### src/rtl/mem_req_arbiter.sv
module mem_req_arbiter (
  input  logic       clk,
  input  logic       rst_n,
  input  logic       rr_off,
  input  logic [3:0] req,
  output logic [3:0] gnt
);

  logic [1:0] last_q;
  logic [3:0] pick;
  logic       busy;

  assign busy = |(gnt & req);

  always_comb begin
    pick = 4'b0000;
    if (req[0]) begin
      pick = 4'b0001;
    end else if (rr_off) begin
      if      (req[1]) pick = 4'b0010;
      else if (req[2]) pick = 4'b0100;
      else if (req[3]) pick = 4'b1000;
    end else begin
      case (last_q)
        2'd1: begin
          if      (req[2]) pick = 4'b0100;
          else if (req[3]) pick = 4'b1000;
          else if (req[1]) pick = 4'b0010;
        end
        2'd2: begin
          if      (req[3]) pick = 4'b1000;
          else if (req[1]) pick = 4'b0010;
          else if (req[2]) pick = 4'b0100;
        end
        default: begin
          if      (req[1]) pick = 4'b0010;
          else if (req[2]) pick = 4'b0100;
          else if (req[3]) pick = 4'b1000;
        end
      endcase
    end
  end

  always_ff @(posedge clk or negedge rst_n) begin
    if (!rst_n) begin
      gnt    <= 4'b0000;
      last_q <= 2'd3;
    end else if (!busy) begin
      gnt <= pick;
      if      (pick[1]) last_q <= 2'd1;
      else if (pick[2]) last_q <= 2'd2;
      else if (pick[3]) last_q <= 2'd3;
    end
  end

endmodule

### config.mk
export PLATFORM = sky130hd
export DESIGN_NAME = mem_req_arbiter
export DESIGN_NICKNAME = d
export VERILOG_FILES = /design/src/rtl/mem_req_arbiter.sv
export SDC_FILE = /design/constraint.sdc
export NUM_CORES = 1
export LEC_CHECK = 0
export BUFFER_PORTS_ARGS = -buffer_cell sky130_fd_sc_hd__buf_2
export CORE_AREA = 4 4 41 43
export DETAILED_ROUTE_END_ITERATION = 6
export DIE_AREA = 0 0 45 47
export GPL_TIMING_DRIVEN = 0
export PLACE_DENSITY = 0.62
export SYNTH_ARGS = -nofsm -noshare
export SYNTH_HDL_FRONTEND = slang
export SYNTH_SLANG_ARGS = --single-unit
### constraint.sdc
create_clock -name clk -period 2.4 [get_ports clk]
set_clock_uncertainty 0.1 [all_clocks]
set_input_delay 0.12 -clock clk [delete_from_list [all_inputs] [get_ports clk]]
set_output_delay 0.12 -clock clk [all_outputs]
set_load 0.1 [all_outputs]
# After elaboration in Yosys (flattened, before gate mapping)
# Index checks and enable logic that the tools add are counted.
[totals]
ff_bits = 6
inputBits = 7
out_inout_bits = 4
word_cells = 24
[classes]
eq_ne = 2
mux = 15
bitwise_logic = 2
n_reduce_logical = 3
[ops]
columns = ["op", "n"]
rows = [
  ["$mux W4", 8],
  ["$mux W2", 4],
  ["$pmux W4 S2", 1],
  ["$mux W3", 2],
  ["$and A4 B4 Y4", 1],
  ["$reduce_or A4 Y1", 1],
  ["$reduce_bool A3 Y1", 1],
  ["$eq A2 B1 Y1 const B", 1],
  ["$eq A2 B2 Y1 const B", 1],
  ["$reduce_and A2 Y1", 1],
  ["$not A1 Y1", 1],
]

# Depth between registers and ports, before layout
[depth]
ltp_word = 9
ltp_mapped = 6
ltp_nobuf = 6

# Least setup slack after synthesis
# Ideal clock, no wire load.
[synth_path]
path_kind = "flip-flop to flip-flop"
start = "register gnt[0]"
end = "register gnt[2]"
setup_time_ns = 0.128
arrival_ns = 1.942
required_ns = 2.172
setup_slack_ns = 0.230
stages_incl_launch_ff = 5
path_buffers = 1
synth_period_minus_slack_ns = 2.170
path_cell_list = "dfrtp_1 > a222oi_1 > and2_1 > buf_6 > mux2_1"
[synth_between]
elab_chain_len = 2
[synth_lines]
columns = ["item", "line_no", "source"]
rows = [
  ["from (decl)", "6", "output logic [3:0] gnt"],
  ["from (signal assigned)", "49", "gnt <= pick;"],
  ["$and A4 B4 Y4", "13", "assign busy = |(gnt & req);"],
  ["$reduce_or A4 Y1", "13", ""],
]
# Every way passes these cells.
# A chain may end at the register's enable or synchronous reset.

# Worst setup path after layout
[layout_path]
start = "register last_q[0]"
end = "register last_q[0]"
[layout_between]
elab_chain_len = 6
elab_cells_between_ends = 9
classes_between = "eq/ne (2); mux (5); reduce/logical (2)"
[layout_lines]
columns = ["item", "line_no", "source"]
rows = [
  ["from (decl)", "9", "logic [1:0] last_q;"],
  ["from (signal assigned)", "47", "last_q <= 2'd3;"],
  ["from (signal assigned)", "50", "if (pick[1]) last_q <= 2'd1;"],
  ["from (signal assigned)", "51", "else if (pick[2]) last_q <= 2'd2;"],
  ["$eq A2 B2 Y1 / $eq A2 B1 Y1 (equally long branches)", "24", "case (last_q)"],
  ["$pmux W4 S2 (*)", "24", ""],
  ["$mux W4 (*)", "19", "end else if (rr_off) begin"],
  ["$mux W4 (*)", "17", "if (req[0]) begin"],
  ["$reduce_bool A3 Y1 (no line) / $mux W2 (equally long branches)", "n/a", ""],
  ["$reduce_and A2 Y1 (no line) / $mux W2 (equally long branches)", "n/a", ""],
]
# Every way passes the cells marked *; elsewhere a longest branch is shown, timed or not.

==> flow_metrics.py <==
metrics = {
    "outcome": {
        "outcome": "complete, no violations",
    },
    "timing": {
        "setup-tns-final_ps": 0,
        "period_share_pct": 84.7,
        "clock.fmax_mhz": 492,
        "finalSetupViolations": 0,
        "drv_slew": 0,
        "grt_setup_unrepaired": "false",
        "finalHoldViolCount": 0,
        "min_period_ps": 2030,
        "slew-limit-headroom_pct": 60.5,
        "worst_slew_pin_slew_ps": 587,
    },
    "setup_path": {
        "crit_end": "last_q[0]",
        "cp_data_required_time_ps": 2460,
        "crit_type": "flip-flop to flip-flop",
        "worstSetupStartpoint": "last_q[0]",
        "timing.rr.start": "last_q[0]",
        "worst_setup_path_end_kind": "flip-flop",
        "r2r_cells": 6,
        "crit_arrival_ps": 2090,
        "r2r-end": "last_q[0]",
        "crit_fanout": 4,
        "critPathLaunchType": "flip-flop",
        "rrSetupSlack_ps": 370,
    },
    "global_route": {
        "antenna_found_initial": 0,
        "use_met1_pct": 11.0,
        "use_met3_pct": 2.68,
        "gr-total-overflow": 0,
        "met2_usage_pct": 13.3,
        "grt_pass1_vias": 342,
        "grt_pass1_wl_um": 1350,
        "grt_max_degree": 7,
        "grt_use_total_pct": 8.54,
        "grt_busiest_layer": "met2",
    },
    "routing": {
        "routedWlPerCell_um": 11.4,
        "ant_nets": 0,
        "drc": 0,
        "postRouteWirelength_um": 808,
        "dr.pass1.iters": 4,
        "drtIter0Drc": 9,
        "num_vias": 344,
        "via_per_inst": 4.85,
    },
    "flow_run": {
        "cap_viol_max_count": 0,
    },
    "floorplan": {
        "ios": 11,
        "core_sq_mm": 0.00130,
        "dieWidth_um": 45,
        "die_h_um": 47,
        "die_area_sq_mm": 0.00212,
        "rows": 13,
        "initial_core_util_pct": 30.3,
    },
    "logic_synthesis": {
        "yosysSeqAreaShare_pct": 38.7,
        "synth_nets": 50,
        "yosys.area.top_type": "dfrtp_1",
        "synth_cells": 41,
        "ys_ff_latch": 6,
        "avgSynthCellArea_sq_um": 9.61,
        "synth_area_sq_um": 394,
        "yosysTopAreaCellShare_pct": 25.4,
        "yosysWarnings": 0,
        "synth_area_leaders": "dfrtp_1 (25%), dfstp_2 (13%), ha_1 (6.3%)",
        "synth.distinct_cells": 20,
    },
    "placed_design": {
        "hpwl_um": 684,
        "place_inst": 66,
        "place_area_sq_um": 463,
        "portBuffers": 10,
        "place_congestion": 0.770,
    },
    "clock_tree": {
        "cts-resized-gates": 0,
        "path_clk_slew_ps": 50,
        "cts_tree": "built",
        "cts_hold_buf": 1,
        "clk_latency_ps": 240,
        "cts-root-buf": "clkbuf_4",
        "clock_sinks": 6,
        "cts_buffers": 3,
        "clk_path_buf_depth": 2,
        "post_cts_buffers": 0,
        "h-tree-depth": 1,
    },
    "final_layout": {
        "n_fill_cell": 142,
        "area.growth.synth_to_final_pct": 26.7,
        "drive_gt1_share_pct": 32.1,
        "fin_cells": 71,
        "multiInputGateArea_sq_um": 223,
        "design_area_sq_um": 499,
        "final_nets": 66,
        "diodes": 0,
        "seqCellArea_sq_um": 153,
    },
    "hold_path": {
        "hold_class": "input pin to flip-flop",
    },
}
[area by class of cell]
type / instances / area share [%]
Multi-Input combinational cell: 32 / 44.6
Sequential cell: 6 / 30.6
Timing Repair Buffer: 11 / 12.0
Clock buffer: 4 / 5.26
Tap cell: 15 / 3.76
Buffer: 1 / 2.26
Inverter: 2 / 1.50
[Yosys cell counts]
cell      instances
nand2_1           6
a21oi_1           4
dfrtp_1           4
nor2_1            4
nand2b_1          3
and2_1            2
dfstp_2           2
ha_1              2
inv_1             2
mux2_1            2
a21boi_0          1
a21o_1            1
a222oi_1          1
a22oi_2           1
a31oi_1           1
buf_6             1
nor3_1            1
o211ai_4          1
o21a_1            1
o31a_1            1
[worst min path at each step]
stage | start | to | slack, ps | cells past startpoint
final | req[0] | gnt[0] | 30 | 3
after global routing | req[0] | gnt[0] | 50 | 3
after CTS | req[0] | gnt[0] | 30 | 3
after detailed placement | rst_n | gnt[3] | -150 | 1
after global placement | rst_n | gnt[3] | -150 | 1
after floorplan | rst_n | gnt[0] | -280 | 0
[flip-flops by register name, summed over array words and instances (netlist names)]
name / count
last_q: 2
gnt: 4
[metal layers]
metal	share of wire, %	wire length, um
met5	0	0
met4	0	0
met3	10	81
met2	47	378
met1	43	349
[placed cells by master, fill, tap and decap left out, drive strengths merged, types with 3 or more instances in the layout]
cell type,n
buf,11
nand2,6
nor2,4
a21oi,4
dfrtp,4
clkbuf,4
nand2b,3
[kinds of logic after synthesis]
kind of cell | count (synthesis) | synth area share, %
buffers and inverters | 3 | 4.76
flip-flops | 6 | 38.7
multiplexers | 2 | 5.71
adder cells (fa/ha/maj) | 2 | 6.35
AO/OA/AOI/OAI | 12 | 25.7
AND/OR/NAND/NOR | 16 | 18.7
[critical path, cell delays in order (launching register included)]
cell and delay [ps]:
dfstp_2 520, inv_1 60, ha_1 290, nor2_1 80, a21boi_0 500, a21oi_1 200, a22oi_2 210
[through the flow]
| step | hold slack (ps) | utilization [%] | setup slack, ps |
|---|---|---|---|
| detailed placement | -151 | 35.6 | 363 |
| floorplan | -276 | - | 230 |
| CTS | 26.2 | 38.4 | 344 |
| finish | 34.2 | 38.4 | 366 |
| global placement | -155 | 35.6 | 413 |
| global route | 54.5 | 38.4 | 204 |
Power is left out: the tool's default activity adds up to more than one toggle a clock period on the data nets, which glitch-free logic cannot reach.
